$ cat src/rtl/uart_regif_pkg.sv
package uart_regif_pkg;
  localparam int ADDR_W  = 12;
  localparam int WIDX_W  = ADDR_W - 2;
  localparam int RXD_W   = 8;
  localparam int RXE_W   = 4;
  localparam int RXH_W   = RXD_W + RXE_W;
  localparam int IRQ_W   = 11;
  localparam int TX_BIT  = 5;
  localparam int RX_BIT  = 4;
  localparam int CFG_W   = 16;
  localparam int NCFG    = 8;
  localparam int C_MASK  = 6;

  localparam logic [WIDX_W-1:0] W_DATA   = 10'd0;
  localparam logic [WIDX_W-1:0] W_RXSTAT = 10'd1;
  localparam logic [WIDX_W-1:0] W_FLAG   = 10'd6;
  localparam logic [WIDX_W-1:0] W_RAW    = 10'd15;
  localparam logic [WIDX_W-1:0] W_MSKD   = 10'd16;
  localparam logic [WIDX_W-1:0] W_CLEAR  = 10'd17;
  localparam logic [WIDX_W-4:0] W_IDTOP  = 7'h7F;

  // configuration words: index 7 down to 0
  localparam logic [NCFG-1:0][WIDX_W-1:0] CFG_WIDX = {
    10'd18, 10'd14, 10'd13, 10'd12, 10'd11, 10'd10, 10'd9, 10'd8};
  localparam logic [NCFG-1:0][CFG_W-1:0] CFG_MASK = {
    16'h0007, 16'h07FF, 16'h003F, 16'hFFFF, 16'h00FF, 16'h003F, 16'hFFFF, 16'h00FF};
  localparam logic [NCFG-1:0][CFG_W-1:0] CFG_RST = {
    16'h0000, 16'h0000, 16'h0012, 16'h0300, 16'h0000, 16'h0000, 16'h0000, 16'h0000};

  typedef struct packed {
    logic            data;
    logic            rxstat;
    logic            flag;
    logic            raw;
    logic            mskd;
    logic            clear;
    logic            id;
    logic [NCFG-1:0] cfg;
  } sel_t;

  function automatic logic [7:0] id_byte(input logic [2:0] i);
    case (i)
      3'd0:    id_byte = 8'h11;
      3'd1:    id_byte = 8'h10;
      3'd2:    id_byte = 8'h14;
      3'd3:    id_byte = 8'h00;
      3'd4:    id_byte = 8'h0D;
      3'd5:    id_byte = 8'hF0;
      3'd6:    id_byte = 8'h05;
      default: id_byte = 8'hB1;
    endcase
  endfunction
endpackage

$ cat src/rtl/uart_regif_decode.sv
module uart_regif_decode
  import uart_regif_pkg::*;
(
  input  logic [WIDX_W-1:0] widx,
  output sel_t              sel
);
  always_comb begin
    sel        = '0;
    sel.data   = (widx == W_DATA);
    sel.rxstat = (widx == W_RXSTAT);
    sel.flag   = (widx == W_FLAG);
    sel.raw    = (widx == W_RAW);
    sel.mskd   = (widx == W_MSKD);
    sel.clear  = (widx == W_CLEAR);
    sel.id     = (widx[WIDX_W-1:3] == W_IDTOP);
    for (int i = 0; i < NCFG; i++) begin
      sel.cfg[i] = (widx == CFG_WIDX[i]);
    end
  end
endmodule

$ cat src/rtl/uart_regif_cfg.sv
module uart_regif_cfg
  import uart_regif_pkg::*;
(
  input  logic                       clk,
  input  logic                       rst_n,
  input  logic [NCFG-1:0]            wr_sel,
  input  logic [CFG_W-1:0]           wdata,
  output logic [NCFG-1:0][CFG_W-1:0] q
);
  for (genvar i = 0; i < NCFG; i++) begin : g_reg
    logic [CFG_W-1:0] r;
    always_ff @(posedge clk) begin
      if (!rst_n)         r <= CFG_RST[i];
      else if (wr_sel[i]) r <= wdata & CFG_MASK[i];
    end
    assign q[i] = r;
  end
endmodule

$ cat src/rtl/uart_regif_irq.sv
module uart_regif_irq
  import uart_regif_pkg::*;
(
  input  logic             clk,
  input  logic             rst_n,
  input  logic             tx_set,
  input  logic             rx_set,
  input  logic             rx_clr,
  input  logic             clr_wr,
  input  logic [IRQ_W-1:0] clr_val,
  input  logic [IRQ_W-1:0] mask,
  output logic [IRQ_W-1:0] raw,
  output logic             irq
);
  logic [IRQ_W-1:0] raw_nx;

  always_comb begin
    raw_nx = raw;
    if (rx_clr) raw_nx[RX_BIT] = 1'b0;
    if (clr_wr) raw_nx = raw_nx & ~clr_val;
    if (tx_set) raw_nx[TX_BIT] = 1'b1;
    if (rx_set) raw_nx[RX_BIT] = 1'b1;
  end

  always_ff @(posedge clk) begin
    if (!rst_n) raw <= '0;
    else        raw <= raw_nx;
  end

  assign irq = |(raw & mask);
endmodule

$ cat src/rtl/uart_regif.sv
module uart_regif
  import uart_regif_pkg::*;
(
  input  logic             clk,
  input  logic             rst_n,
  input  logic             bus_wr,
  input  logic             bus_rd,
  input  logic [ADDR_W-1:0] bus_addr,
  input  logic [31:0]      bus_wdata,
  output logic [31:0]      bus_rdata,
  input  logic [RXH_W-1:0] rx_head,
  input  logic             rx_empty,
  input  logic             rx_full,
  input  logic             rx_evt_set,
  input  logic             rx_evt_clr,
  output logic             rx_pop,
  output logic             tx_valid,
  output logic [RXD_W-1:0] tx_byte,
  output logic             irq
);
  logic [WIDX_W-1:0]          widx;
  sel_t                       sel;
  logic [NCFG-1:0][CFG_W-1:0] cfg_q;
  logic [IRQ_W-1:0]           raw_q;
  logic [IRQ_W-1:0]           mask_q;
  logic [RXE_W-1:0]           rsr_q;
  logic                       unused_bits;

  assign widx        = bus_addr[ADDR_W-1:2];
  assign mask_q      = cfg_q[C_MASK][IRQ_W-1:0];
  assign unused_bits = ^{bus_addr[1:0], bus_wdata[31:CFG_W], cfg_q[C_MASK][CFG_W-1:IRQ_W]};

  uart_regif_decode u_dec (
    .widx (widx),
    .sel  (sel)
  );

  uart_regif_cfg u_cfg (
    .clk    (clk),
    .rst_n  (rst_n),
    .wr_sel (sel.cfg & {NCFG{bus_wr}}),
    .wdata  (bus_wdata[CFG_W-1:0]),
    .q      (cfg_q)
  );

  uart_regif_irq u_irq (
    .clk     (clk),
    .rst_n   (rst_n),
    .tx_set  (bus_wr & sel.data),
    .rx_set  (rx_evt_set),
    .rx_clr  (rx_evt_clr),
    .clr_wr  (bus_wr & sel.clear),
    .clr_val (bus_wdata[IRQ_W-1:0]),
    .mask    (mask_q),
    .raw     (raw_q),
    .irq     (irq)
  );

  // receive status capture and clear
  always_ff @(posedge clk) begin
    if (!rst_n)                     rsr_q <= '0;
    else if (bus_rd && sel.data)    rsr_q <= rx_head[RXH_W-1:RXD_W];
    else if (bus_wr && sel.rxstat)  rsr_q <= '0;
  end

  // transmit handoff
  always_ff @(posedge clk) begin
    if (!rst_n) begin
      tx_valid <= 1'b0;
      tx_byte  <= '0;
    end else begin
      tx_valid <= bus_wr & sel.data;
      if (bus_wr && sel.data) tx_byte <= bus_wdata[RXD_W-1:0];
    end
  end

  assign rx_pop = bus_rd & sel.data;

  // read mux
  always_comb begin
    bus_rdata = '0;
    if (sel.data)   bus_rdata[RXH_W-1:0] = rx_head;
    if (sel.rxstat) bus_rdata[RXE_W-1:0] = rsr_q;
    if (sel.flag)   bus_rdata[7:0] = {1'b1, rx_full, 1'b0, rx_empty, 4'b0000};
    if (sel.raw)    bus_rdata[IRQ_W-1:0] = raw_q;
    if (sel.mskd)   bus_rdata[IRQ_W-1:0] = raw_q & mask_q;
    if (sel.id)     bus_rdata[7:0] = id_byte(widx[2:0]);
    for (int i = 0; i < NCFG; i++) begin
      if (sel.cfg[i]) bus_rdata[CFG_W-1:0] = cfg_q[i];
    end
  end
endmodule

$ cat config.mk
export PLATFORM = sky130hd
export DESIGN_NAME = uart_regif
export DESIGN_NICKNAME = d
export VERILOG_FILES = /design/src/rtl/uart_regif_pkg.sv /design/src/rtl/uart_regif_decode.sv /design/src/rtl/uart_regif_cfg.sv /design/src/rtl/uart_regif_irq.sv /design/src/rtl/uart_regif.sv
export SDC_FILE = /design/constraint.sdc
export NUM_CORES = 1
export LEC_CHECK = 0
export BUFFER_PORTS_ARGS = -buffer_cell sky130_fd_sc_hd__buf_2
export CORE_AREA = 2 2 102 104
export DETAILED_ROUTE_END_ITERATION = 10
export DIE_AREA = 0 0 104 106
export PLACE_DENSITY = 0.87
export REMOVE_ABC_BUFFERS = 1
export SLEW_MARGIN = 15
export SYNTH_ARGS = -nofsm -noshare
export SYNTH_HDL_FRONTEND = slang
export SYNTH_SLANG_ARGS = --single-unit
export TNS_END_PERCENT = 30
$ cat constraint.sdc
create_clock -name clk -period 2.12 [get_ports clk]
set_input_delay 0 -clock clk [delete_from_list [all_inputs] [get_ports clk]]
set_output_delay 0 -clock clk [all_outputs]
set_load 0.01 [all_outputs]
==> flow_metrics.tcl, run 1 <==
set metrics [dict create \
    status "complete, no violations" \
    setup_tns_ns 0 \
    rsz0062_at_grt "no" \
    path_clk_slew_ns 0.11 \
    regToRegStartpoint "u_cfg.g_reg[6].r[10]" \
    route.detailed.drc 0 \
    grt_max_degree 31 \
    synthTopCellsByCount "nand2_1 (131), dfxtp_1 (98), nand3_1 (55), a21boi_0 (41)" \
    num_antenna_cells 0 \
    period_needed_ns 1.93 \
    drtAntennaViolNets 0 \
    use_met2 0.536 \
    drt-initial-drc-count 822 \
    gp_congestion 1.01 \
    start_kind "input pin" \
    area_delta_synth_final_pct 15.4 \
    synth_area_per_cell_um2 8.19 \
    root_buffer "clkbuf_8" \
    yosys-top-cells-area "dfxtp_1 (36%), nand2_1 (9.0%), a21boi_0 (5.6%)" \
    yosysTopAreaCellShare 0.358 \
    clockBufferDepth 2 \
    synth-seq-cells 98 \
    ir_drop_v 0.000389 \
    track_usage 0.330 \
    drive_gt1_frac 0.204 \
    antenna_found_initial 0 \
    busiest_layer "met2" \
    post_drt_wl_per_cell_um 20.4 \
    fp.dieW_um 104 \
    p_per_area_mw_per_mm2 548 \
    whs_path_depth 2 \
    cts_sinks 98 \
    die_y_um 106 \
    wl_um 18200 \
    maxSlewViolCount 0 \
    start_util 0.549 \
    critPathCapture "bus_rdata[4]" \
    viasPerCell 6.19 \
    numCtsBuffers 9 \
    syn_inst 670 \
    synth-edff-count 0 \
    maxCapViolations 0 \
    power_leakage_uw 0.00253 \
    rows 37 \
    end_kind "primary output" \
    critPathArrivalTime_ns 1.93 \
    grt_pass1_wl_um 28800 \
    critical_path_class "input pin to primary output" \
    floorplan.core_area_mm2 0.0100 \
    firstDrtPassIters 6 \
    regToRegEndpoint "u_cfg.g_reg[6].r[10]" \
    post_cts_resized 0 \
    yosysUniqueCellTypes 69 \
    ff2ff_path_depth 2 \
    critPathLaunch "bus_addr[7]" \
    dr_total_vias 5525 \
    fillerInstances 873 \
    grt_overflow 0 \
    synth_area_mm2 0.00549 \
    finalHoldViolCount 0 \
    finalClockSkew_ns 0 \
    die-area_mm2 0.0110 \
    synth-async-reset-ratio 0 \
    ys_warn_count 0 \
    worstSkewPairLatency_ns 0.37 \
    ios 107 \
    min_period_over_period 0.913 \
    portBuffers 72 \
    gr-usage-met3 0.0736 \
    relSlewSlack 0.575 \
    tightest_slew_ns 0.636 \
    min_path_type "input pin to register" \
    ys.flop_type "dfxtp_1" \
    yosysMostFrequentCell "nand2_1" \
    final_net_count 815 \
    synth_top_area_cell "dfxtp_1" \
    final_cell_area_mm2 0.00633 \
    cp_data_required_time_ns 2.12 \
    totalPowerFinal_uw 3470 \
    finalSetupViolations 0 \
    grtUsageMet1 0.425 \
    crit_fanout 7 \
    hpwlAfterDp_um 12800 \
    cts_tree "built" \
    postPlaceCellArea_mm2 0.00598 \
    ys_seq_area_frac 0.358 \
    grt_pass1_vias 5315 \
    reg2reg_setup_slack_ns 1.31 \
    fmax_mhz 517 \
    cts_htree_levels 3 \
]
per-stage QoR:
| step | std cells | utilization | worst slack [ns] | hold WS, ns |
|---|---|---|---|---|
| floorplan | 611 | - | 0.0945 | 0.0619 |
| global placement | 861 | 0.598 | 0.210 | 0.210 |
| detailed placement | 861 | 0.598 | 0.162 | 0.212 |
| CTS | 892 | 0.633 | 0.193 | 0.00317 |
| global route | 892 | 0.633 | 0.0981 | 0.00469 |
| finish | 892 | 0.633 | 0.185 | 0.00523 |
worst min path at each step:
| stage | slack (ns) | start | to |
|---|---|---|---|
| after floorplan | 0.06 | rst_n | u_cfg.g_reg[5].r[1] |
| after global placement | 0.21 | rx_evt_set | u_irq.raw[4] |
| after detailed placement | 0.21 | rx_evt_set | u_irq.raw[4] |
| after CTS | 0.003 | bus_wdata[4] | u_cfg.g_reg[1].r[4] |
| after global routing | 0.005 | bus_wdata[3] | u_irq.raw[3] |
| final | 0.005 | rst_n | u_cfg.g_reg[5].r[4] |
layout by cell type (no fill, tap or decap), types with 4 or more instances in the layout:
| cell type | n |
|---|---|
| o211ai_1 | 5 |
| nand2b_1 | 6 |
| mux2i_1 | 28 |
| and3_1 | 7 |
| o22ai_1 | 6 |
| o21ai_0 | 13 |
| dfxtp_1 | 98 |
| nor2b_1 | 28 |
| dlygate4sd3_1 | 15 |
| nand3_1 | 55 |
| buf_2 | 72 |
| o221ai_1 | 4 |
| a21boi_1 | 18 |
| a21boi_0 | 41 |
| nor2_1 | 17 |
| mux2_2 | 4 |
| a22oi_1 | 4 |
| a22o_1 | 11 |
| nand2_1 | 131 |
| a32oi_1 | 7 |
| a222oi_1 | 4 |
| nor3_1 | 6 |
| conb_1 | 16 |
| o2111ai_1 | 4 |
| o2bb2ai_1 | 4 |
| buf_4 | 41 |
| clkbuf_8 | 9 |
| a21oi_1 | 25 |
area by class of cell:
class	count	area, µm²	area share
timing repair buffer	129	838	0.132
clock buffer	9	124	0.0196
sequential	98	1960	0.310
tap	136	170	0.0269
inverter	3	11.3	0.00178
multi-input combinational	510	3150	0.498
clock inverter	7	72.6	0.0115
cells by family (layout without fill, tap and decap cells):
logic type             Yosys count  in the layout  share of synthesized area
other                            1             16                   0.000684
multiplexers                    33             33                     0.0634
AO/OA/AOI/OAI                  172            172                      0.231
buffers and inverters           77            148                     0.0778
flip-flops                      98             98                      0.358
AND/OR/NAND/NOR                289            289                      0.269
routing by layer:
metal	part of all wire	vias to the layer above
li1	-	2532
met1	0.39	2593
met2	0.46	334
met3	0.099	66
met4	0.043	0
met5	0	-
sequential cells by signal, summed over array words and instances (netlist names):
name       cells
tx_valid       1
rsr_q          4
tx_byte        8
u_cfg.g.r     74
u_irq.raw     11
worst max-delay path: stages:
cell       delay (ns)
buf_2            0.13
or3_1            0.51
buf_4            0.20
nor3_4           0.37
o21ai_0          0.15
o2bb2ai_1        0.15
o31ai_1          0.24
buf_2            0.18
repair_timing:
item,in CTS,in global routing
hold buffers,15,0
endpoints found under the setup margin,0,0
buffers inserted,0,0
endpoints found under the hold margin,39,0
power breakdown:
group          internal (µW)  switching, µW  leakage (µW)
combinational            150            259       0.00164
clock                    462            753     0.0000966
sequential              1840           1.76      0.000789
total                   2450           1010       0.00253
(Power assumes the default switching activity.)
==> inputs of run 2 (changes only) <==
--- a/config.mk
+++ b/config.mk
@@ -6,10 +6,12 @@
 export NUM_CORES = 1
 export LEC_CHECK = 0
 export BUFFER_PORTS_ARGS = -buffer_cell sky130_fd_sc_hd__buf_2
-export CORE_AREA = 2 2 102 104
+export CELL_PAD_IN_SITES_DETAIL_PLACEMENT = 1
+export CELL_PAD_IN_SITES_GLOBAL_PLACEMENT = 1
+export CORE_AREA = 2 2 115 117
 export DETAILED_ROUTE_END_ITERATION = 10
-export DIE_AREA = 0 0 104 106
-export PLACE_DENSITY = 0.87
+export DIE_AREA = 0 0 117 119
+export PLACE_DENSITY = 0.91
 export REMOVE_ABC_BUFFERS = 1
 export SLEW_MARGIN = 15
 export SYNTH_ARGS = -nofsm -noshare
==> constraint.sdc (replaced) <==
create_clock -name clk -period 2.3 [get_ports clk]
set_input_delay 0 -clock clk [delete_from_list [all_inputs] [get_ports clk]]
set_output_delay 0 -clock clk [all_outputs]
set_load 0.01 [all_outputs]
==> run 2 against run 1 <==
Against the previous run: clock skew unchanged; register-to-register slack improved by 0.22 ns; clock power grew 49%; combinational power fell by 6.6%; global-route usage is 2.5 points lower; utilization fell by 13 points; die area up 26%; critical path type unchanged.
==> flow_metrics.tcl, run 2 (synthesis gave the netlist of run 1 again) <==
set metrics [dict create \
    die-area_mm2 0.0139 \
    min_from "bus_wdata[0]" \
    period_needed_ns 2.15 \
    critPathArrivalTime_ns 2.15 \
    cts_tree "built" \
    cts_hold_buf 15 \
    cp_data_required_time_ns 2.30 \
    min_path_type "input pin to register" \
    rows 42 \
    finalHoldViolCount 0 \
    relSlewSlack 0.579 \
    start_util 0.426 \
    rsz0062_at_grt "no" \
    critical_path_class "input pin to primary output" \
    final_net_count 808 \
    gp_congestion 0.961 \
    post_drt_wl_per_cell_um 22.6 \
    floorplan.core_area_mm2 0.0129 \
    fmax_mhz 466 \
    reg2reg_setup_slack_ns 1.53 \
    worstSkewPairLatency_ns 0.35 \
    power_leakage_uw 0.00257 \
    regMostFlops "u_cfg.g.r" \
    fin_util 0.503 \
    cts_htree_levels 3 \
    clockBufferDepth 2 \
    start_kind "input pin" \
    finalClockSkew_ns 0 \
    tightest_slew_ns 0.623 \
    layout_common_cells "nand2_1 (131), dfxtp_1 (98), buf_2 (72), nand3_1 (55), a21boi_0 (41)" \
    post_cts_resized 0 \
    finalSetupViolations 0 \
    drt-initial-drc-count 514 \
    viasPerCell 6.18 \
    largestRegisters "u_cfg.g.r: 74 flops, u_irq.raw: 11 flops, tx_byte: 8 flops" \
    track_usage 0.306 \
    route.detailed.drc 0 \
    path_clk_slew_ns 0.07 \
    grt_overflow 0 \
    numCtsBuffers 9 \
    portBuffers 72 \
    regToRegEndpoint "u_cfg.g_reg[6].r[3]" \
    num_antenna_cells 0 \
    regToRegStartpoint "u_cfg.g_reg[6].r[3]" \
    ios 107 \
    grt_max_degree 46 \
    largest_reg_flops 74 \
    ir_drop_v 0.000326 \
    antenna_found_initial 0 \
    p_per_area_mw_per_mm2 599 \
    root_buffer "clkbuf_16" \
    area_delta_synth_final_pct 18.1 \
    end_kind "primary output" \
    maxSlewViolCount 0 \
    setup_tns_ns 0 \
    grt_pass1_vias 5980 \
    fp.dieW_um 117 \
    totalPowerFinal_uw 3880 \
    wl_um 20900 \
    cts_setup_buffers 0 \
    whs_path_depth 2 \
    drive_gt1_frac 0.198 \
    grt_pass1_wl_um 32900 \
    firstDrtPassIters 5 \
    status "complete, no violations" \
    ff2ff_path_depth 2 \
    hpwlAfterDp_um 14300 \
    hold_end "u_irq.raw[0]" \
    cts_sinks 98 \
    stdcell_count 925 \
    die_y_um 119 \
    final_common_cell "nand2_1" \
    maxCapViolations 0 \
    crit_fanout 15 \
    dr_total_vias 5721 \
    place_inst 894 \
    holdWs_ns 0.0354 \
    min_period_over_period 0.933 \
    drtAntennaViolNets 0 \
]
-- run 2: changes by cell type in the layout (fill, tap and decap cells not counted), sizes merged --
cell      previous run  this run
clkbuf               9        10
clkinvlp             1         0
bufinv               0         3
inv                  5         3
clkinv               4         3
buf                114       107
-- run 2: worst max-delay path by stage --
stage                start             endpoint  slack (ns)  cells past startpoint
2_1_floorplan  bus_addr[7]         u_irq.raw[4]        0.27                      4
3_3_place_gp   bus_addr[7]  u_cfg.g_reg[6].r[5]        0.29                      7
3_5_place_dp   bus_addr[7]  u_cfg.g_reg[6].r[1]        0.22                      7
4_1_cts        bus_addr[6]         bus_rdata[6]        0.30                      7
5_1_grt        bus_addr[6]         bus_rdata[6]        0.08                      7
6_report       bus_addr[6]         bus_rdata[6]        0.15                      7
-- run 2: worst max-delay path: stages --
cell and delay, ns:
buf_2 0.30, nand3b_1 0.42, nand2_1 0.16, a41oi_1 0.58
o211ai_1 0.20, o21ai_0 0.29, buf_2 0.19
-- run 2: power by group --
group / internal (µW) / switching [µW]
sequential: 1700 / 1.32
clock: 1100 / 703
combinational: 131 / 251
total: 2930 / 955
-- run 2: cell type report --
type	instances	area, µm²
clock buffer	10	239
clock inverter	6	113
fill	1541	6400
inverter	3	11.3
multi-input combinational	510	3160
sequential	98	1960
tap	176	220
timing repair buffer	122	773
-- run 2: layer usage --
metal  vias to the layer above  wire (µm)  GRT usage
met5                         -          0          0
met3                        98       1620     0.0494
li1                       2524          -          -
met4                         0       1210      0.171
met2                       347       9750      0.484
met1                      2752       8300      0.391
-- run 2: stage by stage --
stage | area (µm²) | setup WS (ns)
3_3_place_gp | 5980 | 0.293
2_1_floorplan | 5130 | 0.274
5_1_grt | 6480 | 0.0816
6_report | 6480 | 0.153
4_1_cts | 6480 | 0.301
3_5_place_dp | 5980 | 0.223
